File: src/rtl/pcmsp_pkg.sv
package pcmsp_pkg;

   typedef enum logic [1:0] {
      TX_IDLE   = 2'd0,
      TX_PEND   = 2'd1,
      TX_ARMED  = 2'd2,
      TX_ACTIVE = 2'd3
   } tx_state_t;

   typedef enum logic [1:0] {
      RX_IDLE  = 2'd0,
      RX_PEND  = 2'd1,
      RX_SHIFT = 2'd2
   } rx_state_t;

endpackage

File: src/rtl/pcmsp_sync.sv
module pcmsp_sync #(
   parameter int WIDTH  = 1,
   parameter int STAGES = 2
) (
   input  logic             clk,
   input  logic             rst_n,
   input  logic [WIDTH-1:0] d,
   output logic [WIDTH-1:0] q,
   output logic [WIDTH-1:0] q_d
);

   if (STAGES < 2) begin : g_bad_stages
      $error("pcmsp_sync: STAGES must be at least 2");
   end

   for (genvar i = 0; i < WIDTH; i++) begin : g_bit
      logic [STAGES:0] chain;

      always_ff @(posedge clk or negedge rst_n) begin
         if (!rst_n) chain <= '0;
         else        chain <= {chain[STAGES-1:0], d[i]};
      end

      assign q[i]   = chain[STAGES-1];
      assign q_d[i] = chain[STAGES];
   end

endmodule

File: src/rtl/pcmsp_tx.sv
module pcmsp_tx
   import pcmsp_pkg::*;
#(
   parameter int CODE_W   = 8,
   parameter int LONG_MIN = 3
) (
   input  logic              clk,
   input  logic              rst_n,
   input  logic              b,
   input  logic              b_d,
   input  logic              f,
   input  logic              f_d,
   input  logic [CODE_W-1:0] tx_code,
   output logic              dx_data,
   output logic              dx_oe,
   output logic              slot,
   output logic              long_mode
);

   localparam int CNT_W = $clog2(CODE_W + 1);
   localparam int FW    = $clog2(LONG_MIN + 1);
   localparam logic [CNT_W-1:0] LAST_BIT = CNT_W'(CODE_W);
   localparam logic [FW-1:0]    FCNT_SAT = FW'(LONG_MIN);

   logic rise_b, fall_b, rise_f, fall_f;
   assign rise_b = b & ~b_d;
   assign fall_b = ~b & b_d;
   assign rise_f = f & ~f_d;
   assign fall_f = ~f & f_d;

   tx_state_t          st;
   logic [CODE_W-1:0]  shreg, hold;
   logic [CNT_W-1:0]   bit_cnt;
   logic [FW-1:0]      fcnt;
   logic [1:0]         seen;
   logic               done_q, slot_q, dx_q, long_q, fr_long;

   // sync width measurement and mode decision
   always_ff @(posedge clk or negedge rst_n) begin
      if (!rst_n) begin
         fcnt   <= '0;
         long_q <= 1'b0;
         seen   <= 2'd0;
      end else begin
         if (rise_f && seen != 2'd2) seen <= seen + 2'd1;
         if (rise_f)
            fcnt <= '0;
         else if (fall_b && f && fcnt != FCNT_SAT)
            fcnt <= fcnt + 1'b1;
         if (fall_f) long_q <= (fcnt >= FCNT_SAT);
      end
   end

   // frame sequencer
   always_ff @(posedge clk or negedge rst_n) begin
      if (!rst_n) begin
         st      <= TX_IDLE;
         shreg   <= '0;
         hold    <= '0;
         bit_cnt <= '0;
         done_q  <= 1'b0;
         slot_q  <= 1'b0;
         dx_q    <= 1'b0;
         fr_long <= 1'b0;
      end else if (rise_f) begin
         done_q  <= 1'b0;
         fr_long <= long_q;
         if (long_q) begin
            shreg <= hold;
            hold  <= tx_code;
            if (b) begin
               slot_q  <= 1'b1;
               dx_q    <= hold[CODE_W-1];
               bit_cnt <= CNT_W'(1);
               st      <= TX_ACTIVE;
            end else begin
               slot_q  <= 1'b0;
               bit_cnt <= '0;
               st      <= TX_ARMED;
            end
         end else begin
            slot_q  <= 1'b0;
            bit_cnt <= '0;
            st      <= TX_PEND;
         end
      end else begin
         unique case (st)
            TX_IDLE: ;
            TX_PEND: begin
               if (fall_b && f) begin
                  shreg <= hold;
                  hold  <= tx_code;
                  st    <= TX_ARMED;
               end
            end
            TX_ARMED: begin
               if (rise_b) begin
                  slot_q  <= 1'b1;
                  dx_q    <= shreg[CODE_W-1];
                  bit_cnt <= CNT_W'(1);
                  st      <= TX_ACTIVE;
               end
            end
            TX_ACTIVE: begin
               if (rise_b && bit_cnt != LAST_BIT) begin
                  dx_q    <= shreg[CODE_W-2];
                  shreg   <= shreg << 1;
                  bit_cnt <= bit_cnt + 1'b1;
               end else if (bit_cnt == LAST_BIT) begin
                  if (fall_b) done_q <= 1'b1;
                  if (fr_long ? ((done_q || fall_b) && !f) : fall_b) begin
                     slot_q <= 1'b0;
                     st     <= TX_IDLE;
                  end
               end
            end
            default: st <= TX_IDLE;
         endcase
      end
   end

   assign dx_data   = dx_q;
   assign slot      = slot_q;
   assign dx_oe     = slot_q & (seen == 2'd2);
   assign long_mode = long_q;

   // the slot opens only on a sampled rising edge of bit clock or sync
   p_open_on_edge_r5: assert property (@(posedge clk) disable iff (!rst_n)
      $rose(slot_q) |-> $past(rise_b || rise_f));

   // driven bit only moves on a bit-clock rise or a new frame
   p_bit_hold_r3: assert property (@(posedge clk) disable iff (!rst_n)
      (slot_q && !rise_b && !rise_f) |=> $stable(dx_q));

   // at most CODE_W bits go out per slot
   p_bit_bound_r3: assert property (@(posedge clk) disable iff (!rst_n)
      slot_q |-> (bit_cnt != '0 && bit_cnt <= LAST_BIT));

   // mode only changes at the end of a sync
   p_mode_hold_r2: assert property (@(posedge clk) disable iff (!rst_n)
      !fall_f |=> $stable(long_q));

endmodule

File: src/rtl/pcmsp_rx.sv
module pcmsp_rx
   import pcmsp_pkg::*;
#(
   parameter int CODE_W = 8
) (
   input  logic              clk,
   input  logic              rst_n,
   input  logic              b,
   input  logic              b_d,
   input  logic              f,
   input  logic              f_d,
   input  logic              dr,
   input  logic              long_mode,
   output logic [CODE_W-1:0] rx_byte,
   output logic              rx_valid
);

   localparam int CW = $clog2(CODE_W);
   localparam logic [CW-1:0] LAST = CW'(CODE_W - 1);

   logic fall_b, rise_f;
   assign fall_b = ~b & b_d;
   assign rise_f = f & ~f_d;

   rx_state_t         st;
   logic [CW-1:0]     cnt;
   logic [CODE_W-1:0] sh, byte_q;
   logic              valid_q;

   always_ff @(posedge clk or negedge rst_n) begin
      if (!rst_n) begin
         st      <= RX_IDLE;
         cnt     <= '0;
         sh      <= '0;
         byte_q  <= '0;
         valid_q <= 1'b0;
      end else begin
         valid_q <= 1'b0;
         if (rise_f) begin
            cnt <= '0;
            st  <= long_mode ? RX_SHIFT : RX_PEND;
         end else begin
            unique case (st)
               RX_IDLE: ;
               RX_PEND: begin
                  if (fall_b && f) begin
                     cnt <= '0;
                     st  <= RX_SHIFT;
                  end
               end
               RX_SHIFT: begin
                  if (fall_b) begin
                     sh <= {sh[CODE_W-2:0], dr};
                     if (cnt == LAST) begin
                        byte_q  <= {sh[CODE_W-2:0], dr};
                        valid_q <= 1'b1;
                        st      <= RX_IDLE;
                     end else begin
                        cnt <= cnt + 1'b1;
                     end
                  end
               end
               default: st <= RX_IDLE;
            endcase
         end
      end
   end

   assign rx_byte  = byte_q;
   assign rx_valid = valid_q;

   p_strobe_r12: assert property (@(posedge clk) disable iff (!rst_n)
      valid_q |=> !valid_q);

   p_done_leaves_shift_r12: assert property (@(posedge clk) disable iff (!rst_n)
      valid_q |-> st != RX_SHIFT || $past(rise_f));

endmodule

File: src/rtl/pcm_slot_port.sv
module pcm_slot_port #(
   parameter int CODE_W      = 8,
   parameter int SYNC_STAGES = 2,
   parameter int LONG_MIN    = 3
) (
   input  logic              clk,
   input  logic              rst_n,
   input  logic              sync_mode,
   input  logic              bclk_tx,
   input  logic              bclk_rx,
   input  logic              fs_tx,
   input  logic              fs_rx,
   input  logic              dr_in,
   input  logic [CODE_W-1:0] tx_code,
   output logic              dx_data,
   output logic              dx_oe,
   output logic              slot_pull,
   output logic              long_mode,
   output logic [CODE_W-1:0] rx_byte,
   output logic              rx_valid
);

   localparam int NSIG = 5;
   localparam int I_BT = 0;
   localparam int I_FT = 1;
   localparam int I_BR = 2;
   localparam int I_FR = 3;
   localparam int I_DR = 4;

   if (CODE_W < 2) begin : g_bad_width
      $error("pcm_slot_port: CODE_W must be at least 2");
   end
   if (LONG_MIN < 2) begin : g_bad_long
      $error("pcm_slot_port: LONG_MIN must be at least 2");
   end

   logic            rx_clk_raw;
   logic [NSIG-1:0] raw, s_q, s_d;

   assign rx_clk_raw = sync_mode ? bclk_tx : bclk_rx;
   assign raw = {dr_in, fs_rx, rx_clk_raw, fs_tx, bclk_tx};

   pcmsp_sync #(.WIDTH(NSIG), .STAGES(SYNC_STAGES)) u_sync (
      .clk   (clk),
      .rst_n (rst_n),
      .d     (raw),
      .q     (s_q),
      .q_d   (s_d)
   );

   logic mode_w;

   pcmsp_tx #(.CODE_W(CODE_W), .LONG_MIN(LONG_MIN)) u_tx (
      .clk       (clk),
      .rst_n     (rst_n),
      .b         (s_q[I_BT]),
      .b_d       (s_d[I_BT]),
      .f         (s_q[I_FT]),
      .f_d       (s_d[I_FT]),
      .tx_code   (tx_code),
      .dx_data   (dx_data),
      .dx_oe     (dx_oe),
      .slot      (slot_pull),
      .long_mode (mode_w)
   );

   pcmsp_rx #(.CODE_W(CODE_W)) u_rx (
      .clk       (clk),
      .rst_n     (rst_n),
      .b         (s_q[I_BR]),
      .b_d       (s_d[I_BR]),
      .f         (s_q[I_FR]),
      .f_d       (s_d[I_FR]),
      .dr        (s_q[I_DR]),
      .long_mode (mode_w),
      .rx_byte   (rx_byte),
      .rx_valid  (rx_valid)
   );

   assign long_mode = mode_w;

   // the data driver is never on outside the slot window
   p_oe_in_slot_r9: assert property (@(posedge clk) disable iff (!rst_n)
      $rose(dx_oe) |-> slot_pull);

endmodule

File: config.mk
export PLATFORM = sky130hd
export DESIGN_NAME = pcm_slot_port
export DESIGN_NICKNAME = d
export VERILOG_FILES = /design/src/rtl/pcmsp_pkg.sv /design/src/rtl/pcmsp_sync.sv /design/src/rtl/pcmsp_tx.sv /design/src/rtl/pcmsp_rx.sv /design/src/rtl/pcm_slot_port.sv
export SDC_FILE = /design/constraint.sdc
export NUM_CORES = 1
export LEC_CHECK = 0
export BUFFER_PORTS_ARGS = -buffer_cell sky130_fd_sc_hd__buf_2
export CORE_MARGIN = 2
export CORE_UTILIZATION = 50
export DETAILED_ROUTE_END_ITERATION = 7
export GPL_TIMING_DRIVEN = 0
export HOLD_SLACK_MARGIN = 0.02
export PLACE_DENSITY = 0.72
export REMOVE_ABC_BUFFERS = 1
export SLEW_MARGIN = 20
export SYNTH_ARGS = -nofsm -noshare
export SYNTH_HDL_FRONTEND = slang
export SYNTH_HIERARCHICAL = 1
export SYNTH_SLANG_ARGS = --single-unit
File: constraint.sdc
create_clock -name clk -period 2 [get_ports clk]
set_clock_uncertainty 0.2 [all_clocks]
set_input_delay 0.1 -clock clk [delete_from_list [all_inputs] [get_ports clk]]
set_output_delay 0.1 -clock clk [all_outputs]
set_load 0.01 [all_outputs]
* Word-level counts from Yosys, hierarchy flattened
Cells that the tools add are included.
** Operators by class
- Equality and inequality tests :: 25
- Divide/modulo/power cells :: 0
- $mul :: 0
- Magnitude comparators :: 1
- Shift-type cells :: 0
- Mux-type cells :: 62
- $add $sub $neg :: 4
- Bitwise logic cells :: 14
- Reduce and logical (&&, ||, !) cells :: 30
** Operator list (number)
- $mux W8 :: 8
- $mux W2 :: 14
- $mux W1 :: 26
- $ne A3 B1 Y1 const B :: 8
- $reduce_and A4 Y1 :: 5
- $pmux W8 S2 :: 1
- $mux W3 :: 4
- $mux W4 :: 3
- $pmux W2 S3 :: 2
- $reduce_bool A2 Y1 :: 6
- $reduce_and A5 Y1 :: 2
- $reduce_and A3 Y1 :: 3
- $reduce_bool A3 Y1 :: 3
- $eq A2 B2 Y1 const B :: 4
- $ne A2 B2 Y1 const B :: 4
- $pmux W4 S2 :: 1
- $and A1 B1 Y1 :: 7
- $not A1 Y1 :: 7
- $logic_and A1 B1 Y1 :: 6
- $ne A3 B2 Y1 const B :: 2
- $pmux W3 S2 :: 1
- $reduce_and A6 Y1 :: 1
- $add A2 B1 Y2 const B :: 2
- $add A4 B1 Y4 const B :: 1
- other kinds (12) :: 15
** Storage, ports and cells
- Output and inout port bits :: 13
- RAM bits :: 0
- Memories :: 0
- ROM bits :: 0
- Latch bits :: 0
- Register bits after elaboration :: 66

* Logic depth before layout (Yosys ltp)
Gate-level depths: netlist (run 1).
- Depth after elaboration :: 10
- Gate-level depth with buffers :: 6

* Modules after synthesis
The synthesis (run 1) kept the hierarchy.
** Modules (own cells, without submodules)
- pcmsp_tx :: cells an instance 147, instances 1, area an instance 1611.5 um^2
- pcmsp_rx :: cells an instance 67, instances 1, area an instance 985.9 um^2
- pcmsp_sync :: cells an instance 25, instances 1, area an instance 450.4 um^2
- pcm_slot_port :: cells an instance 1, instances 1, area an instance 15.0 um^2

* Least setup slack after synthesis (run 1)
No wires, ideal clock.
- Path kind :: reg-to-reg
- From :: reg u_sync.g_bit[0].chain[1]
- To :: reg u_tx.shreg[1]
- Data required time :: 1675 ps
- Path buffers :: 1
- Data arrival time :: 1720 ps
- Path slack :: -45 ps
- Cell stages (with the launch flop) :: 6
- Library setup time :: 125 ps
- Cells stage by stage :: dfrtp_1 -> buf_4 -> nand2b_1 -> o41a_1 -> o22ai_4 -> mux2_2
** Between the ends
- Word-level cells in the longest chain between the ends :: 5
- Elaborated cells between the ends (all ways) :: 8
- Those cells by class :: eq/ne (2); bitwise (3); reduce/logical (3)
** Ends and longest elaborated chain
- start, declared :: RTL line pcmsp_sync.sv:17 : logic [STAGES:0] chain;
- start signal, assigned :: RTL line pcmsp_sync.sv:21 : else chain <= {chain[STAGES-1:0], d[i]};
- $not A1 Y1 :: RTL line pcmsp_tx.sv:27 : assign fall_b = ~b & b_d;
- $and A1 B1 Y1 :: RTL line pcmsp_tx.sv:27
- $logic_and A1 B1 Y1 :: RTL line pcmsp_tx.sv:90 : if (fall_b && f) begin
- $ne A3 B1 Y1 (no line)
- $reduce_and A4 Y1 (no line) *
- end signal, assigned :: RTL line pcmsp_tx.sv:69 : shreg <= hold;
- end signal, assigned :: RTL line pcmsp_tx.sv:91 : shreg <= hold;
- end signal, assigned :: RTL line pcmsp_tx.sv:107 : shreg <= shreg << 1;
- end, declared :: RTL line pcmsp_tx.sv:32 : logic [CODE_W-1:0] shreg, hold;
Mark *: on every way between the ends. The rest lies on a longest branch, timed or not.
A chain may end at the register's enable or synchronous reset.

* Worst setup path after layout (run 1)
- From :: reg u_tx.st[0]
- To :: reg u_tx.shreg[7]
** Between the ends
- Word-level cells in the longest chain between the ends :: 3
- Elaborated cells between the ends (all ways) :: 8
- Those cells by class :: eq/ne (4); mux (2); reduce/logical (2)
** Ends and longest elaborated chain
- start, declared :: RTL line pcmsp_tx.sv:31 : tx_state_t st;
- start signal, assigned :: RTL line pcmsp_tx.sv:57 : st <= TX_IDLE;
- start signal, assigned :: RTL line pcmsp_tx.sv:75 : st <= TX_ACTIVE;
- start signal, assigned :: RTL line pcmsp_tx.sv:79 : st <= TX_ARMED;
- $eq A2 B1 Y1 / $eq A2 B2 Y1 (equally long branches) :: RTL line pcmsp_tx.sv:87 : unique case (st)
- $ne A3 B1 Y1 (no line) (tied with other cells)
- $reduce_and A4 Y1 (no line) / $mux W8 (equally long branches)
Parallel ways exist; a longest one is shown, timed or not.

==> impl_metrics.json, run 1 <==
{
  "die_w_microns": 81.85,
  "crit_path_end_kind": "flip-flop",
  "via_count": 1949,
  "netlist_area_sq_mm": 0.003030,
  "overflow": 0,
  "p_leak_nw": 1.784,
  "fill_cells": 452,
  "fp-row-count": 28,
  "finalCritPeriodShare_pct": 97.45,
  "htree_levels": 3,
  "setup_slack_ns": 0.05096,
  "cp_data_arrival_time_ns": 1.96,
  "firstDrtPassIters": 4,
  "min_path_type": "input pin to asynchronous set/reset pin",
  "p_per_area_mw_per_mm2": 1034,
  "coreArea_sq_mm": 0.005886,
  "routed_wl_microns": 5475,
  "numClockSinks": 66,
  "pre_cts_slack_ns": -0.7331,
  "place_inst": 326,
  "crit_required_ns": 2.01,
  "syn_avg_cell_area_sq_um": 12.73,
  "antennaDiodeCount": 0,
  "slew_headroom_pct": 51.80,
  "post_drt_wl_per_cell_microns": 14.72,
  "max-vdd-ir-drop_uv": 835.5,
  "grt_max_degree": 51,
  "finalCriticalPeriod_ns": 1.949,
  "antenna_left": 0,
  "start_kind": "flip-flop",
  "numCtsBuffers": 9,
  "placed_area_sq_mm": 0.003178,
  "clk_latency_ns": 0.33,
  "tns_ns": 0,
  "layout_commonest_cell": "dfrtp_1",
  "finalSetupViolCount": 0,
  "grt_pass1_wl_microns": 8976,
  "hold_viol": 0,
  "clk_pin_slew_ns": 0.07,
  "status": "finished, final reports clean",
  "antenna_found_initial": 0,
  "cts-root-buf": "clkbuf_8",
  "avgViaCountPerCell": 5.239,
  "start_util_pct": 51.49,
  "final_cells": 372,
  "drc": 0,
  "drive_gt1_share_pct": 38.38,
  "grt_pass1_vias": 1931,
  "nNetsFinal": 314,
  "slew_viol_final": 0,
  "die_y_microns": 81.85,
  "pin_count": 29,
  "regArea_sq_mm": 0.001655,
  "die-area_sq_mm": 0.006699,
  "synthToLayoutAreaGrowth_pct": 23.53,
  "routabilityCongestion": 0.8214,
  "cp_max_fo": 8,
  "cts_tree": "done",
  "cap_violations": 0,
  "rsz0062_at_grt": "true",
  "multi_input_area_sq_mm": 0.001270,
  "grt_usage_pct": 18.15,
  "finish.instance_area_sq_mm": 0.003744,
  "final_cell_mix": "dfrtp_1, mux2_2, buf_2",
  "worstSetupPathType": "flip-flop to flip-flop",
  "max_freq_mhz": 513.1,
  "cts_buffer_depth": 2,
  "worst_slew_pin_slew_ns": 0.7206,
  "drtIter0Drc": 82,
  "synthCells": 238,
  "hpwl_microns": 3416,
  "io_buffer_count": 28,
  "synth_warnings": 6
}
[worst paths after layout]
check | startpoint | cells past startpoint | end | slack, ns
setup / recovery | u_tx/st[0] | 5 | u_tx/shreg[7] | 0.05
hold / removal | rst_n | 3 | u_tx/shreg[0] | 0.10
setup reg to reg | u_tx/st[0] | 5 | u_tx/shreg[7] | 0.05
hold reg to reg | u_sync/g_bit[4].chain[0] | 0 | u_sync/g_bit[4].chain[1] | 0.15
max in group asynchronous | rst_n | 3 | u_tx/st[0] | 0.35
min in group clk | u_sync/g_bit[4].chain[0] | 0 | u_sync/g_bit[4].chain[1] | 0.15
[report_power, final]
group,switching (mW),internal (mW),leakage (nW)
clock,0.487,0.732,0.109
combinational,0.394,0.488,0.823
sequential,0.178,1.59,0.852
total,1.06,2.81,1.78
[per-stage QoR]
stage | hold slack (ns) | util, % | power [mW]
after global routing | 0.1291 | 63.61 | 4.077
after floorplan | -0.3956 | - | 2.313
after CTS | 0.08850 | 61.88 | 3.853
final | 0.1048 | 63.61 | 3.872
after detailed placement | -0.2088 | 54.00 | 2.537
after global placement | 0.007684 | 53.49 | 2.493
[critical path, stage by stage, from the launching register on]
cell and delay [ns]:
dfrtp_2 0.42, inv_2 0.06, o41a_1 0.48, o22ai_4 0.19, buf_12 0.15, mux2_2 0.32
[layer usage]
metal	wire length, microns	GRT usage, %	vias up
met2	2670	27.40	29
met4	106	10.33	0
li1	-	-	945
met3	161	3.956	7
met5	0	0	-
met1	2537	24.24	968
[what timing repair did]
item / CTS / global route
resized for setup: 8 / 6
hold buffers: 16 / 0
endpoints found under the hold margin: 79 / 0
setup buffers: 6 / 8
setup endpoints to repair: 21 / 21
pin swaps: 2 / 2
[state kept, by name (all words and copies together), names as in the netlist]
name / count
u_rx/sh: 7
u_rx/cnt: 3
u_rx/rx_valid: 1
u_tx/bit_cnt: 4
u_rx/st: 2
u_tx/dx_data: 1
u_tx/fr_long: 1
u_tx/seen: 2
u_tx/st: 2
u_tx/long_mode: 1
u_tx/fcnt: 2
u_tx/slot: 1
u_tx/done_q: 1
u_tx/shreg: 8
u_rx/rx_byte: 8
u_sync/g_bit.chain: 14
u_tx/hold: 8
[area by class of cell]
cell class	instances	area share, %
Multi-Input combinational cell	144	33.92
Tap cell	75	2.507
Clock buffer	11	3.777
Timing Repair Buffer	59	12.30
Inverter	12	1.203
Clock inverter	5	2.072
Sequential cell	66	44.22
Note: power is estimated with default switching activity, not from simulation.
==> run 2: changes to the inputs <==
- CORE_ASPECT_RATIO: unset -> 1.1
- RECOVER_POWER: unset -> 50
==> impl_metrics.json, run 2 (synthesized netlist as in run 1, its figures left out) <==
{
  "max_freq_mhz": 513.7,
  "routabilityCongestion": 0.8015,
  "largest_register_ffs": 14,
  "pre_cts_slack_ns": -0.7212,
  "clk_latency_ns": 0.33,
  "pin_count": 29,
  "rr_worst_depth": 5,
  "drc": 0,
  "cts-root-buf": "clkbuf_8",
  "placed_area_sq_mm": 0.003181,
  "synthToLayoutAreaGrowth_pct": 23.99,
  "drtIter0Drc": 83,
  "die_y_microns": 85.65,
  "setup_slack_ns": 0.05324,
  "slew_headroom_pct": 61.62,
  "slowest_delay_ns": 0.48,
  "cts_buffer_depth": 2,
  "coreArea_sq_mm": 0.005806,
  "antenna_found_initial": 0,
  "fill_cells": 422,
  "clk_pin_slew_ns": 0.07,
  "status": "finished, final reports clean",
  "cp_slowest_cell": "o41a_1",
  "cap_violations": 0,
  "antennaDiodeCount": 0,
  "crit_path_end_kind": "flip-flop",
  "p_per_area_mw_per_mm2": 1037,
  "p_leak_nw": 1.749,
  "antenna_left": 0,
  "hpwl_microns": 3527,
  "hold_viol": 0,
  "post_drt_wl_per_cell_microns": 15.51,
  "grt_usage_pct": 18.88,
  "numClockSinks": 66,
  "fp-row-count": 29,
  "io_buffer_count": 28,
  "cts_tree": "done",
  "cp_data_arrival_time_ns": 1.97,
  "crit_chain": "inv_2 > o41a_1 > o22ai_4 > buf_12 > mux2_4",
  "via_count": 1986,
  "worst_slew_pin_slew_ns": 0.5757,
  "min_path_cells": 0,
  "finish.instance_area_sq_mm": 0.003757,
  "start_kind": "flip-flop",
  "start_util_pct": 52.20,
  "numCtsBuffers": 9,
  "firstDrtPassIters": 5,
  "multi_input_area_sq_mm": 0.001297,
  "die_w_microns": 78.23,
  "finalSetupViolCount": 0,
  "crit_required_ns": 2.02,
  "hp-start": "u_sync/g_bit[4].chain[0]",
  "grt_max_degree": 48,
  "top_register": "u_sync/g_bit.chain",
  "routed_wl_microns": 5800,
  "grt_pass1_wl_microns": 9542,
  "layout_commonest_cell": "dfrtp_1",
  "cp_max_fo": 8,
  "avgViaCountPerCell": 5.310,
  "rr_startpoint": "u_tx/st[0]",
  "min_path_type": "flip-flop to flip-flop",
  "slew_viol_final": 0,
  "grt_pass1_vias": 1982,
  "fin_util_pct": 64.72,
  "htree_levels": 3,
  "tns_ns": 0,
  "max-vdd-ir-drop_uv": 685.1,
  "finalCriticalPeriod_ns": 1.947,
  "die-area_sq_mm": 0.006700,
  "drive_gt1_share_pct": 34.68,
  "overflow": 0,
  "final_cell_mix": "dfrtp_1, mux2_2, dlygate4sd3_1",
  "worstSetupPathType": "flip-flop to flip-flop",
  "critPathLaunch": "u_tx/st[0]",
  "finalCritPeriodShare_pct": 97.34,
  "nNetsFinal": 316,
  "regArea_sq_mm": 0.001655
}
## run 2: cell types whose count changed in the layout (fill, tap and decap cells not counted)
cell,delta
buf_2,-13
clkbuf_1,+13
mux2_2,-6
mux2_4,+6
buf_4,+1
clkbuf_2,+1
clkinv_2,-1
clkinvlp_4,-1
inv_1,-1
inv_2,+1
nand3_1,-1
nand3_2,+1
## run 2: layout make-up
type	count	share of cell area (%)
timing repair buffer	61	12.15
clock inverter	3	1.732
inverter	12	1.199
tap	77	2.564
sequential	66	44.06
multi-input combinational	144	34.53
clock buffer	11	3.763
## run 2: report_power, final
part           leakage (nW)  switching [mW]  internal, mW
registers             0.852           0.188          1.59
clock network         0.105           0.472         0.721
logic                 0.792           0.406         0.515
## run 2: metal layers
metal	global-route usage, %	routed length (microns)	up-vias
met5	0	0	-
met4	8.612	100	0
met3	4.421	177	9
met2	29.78	3004	45
met1	25.02	2518	982
li1	-	-	950
## run 2: worst paths after layout
path                                       endpoint  slack (ns)
min in group asynchronous  u_sync/g_bit[1].chain[2]        0.63
max                                   u_tx/shreg[7]        0.05
max in group asynchronous                u_tx/st[1]        0.35
min                        u_sync/g_bit[4].chain[1]        0.15
min reg2reg                u_sync/g_bit[4].chain[1]        0.15
max reg2reg                           u_tx/shreg[7]        0.05
## run 2: repair_timing
action | CTS | global route
setup buffers | 4 | 12
gates resized for setup | 15 | 8
pin swaps | 2 | 2
hold buffers | 16 | 1
hold endpoints to repair | 79 | 11
setup endpoints to repair | 21 | 20
## run 2: worst max-delay path: cells and delay by family, from the launching register on
kind / cells / cell delay (ns)
compound gates: 2 / 0.68
buf+inv: 2 / 0.23
flops: 1 / 0.42
mux: 1 / 0.30
## run 2: metrics by stage
stage | total power [mW] | std cells | hold WS (ns)
after floorplan | 2.313 | 222 | -0.3956
after global placement | 2.494 | 327 | 0.007860
after detailed placement | 2.540 | 328 | -0.1891
after CTS | 3.848 | 362 | 0.09115
after global routing | 4.121 | 374 | 0.1637
final | 3.896 | 374 | 0.1542
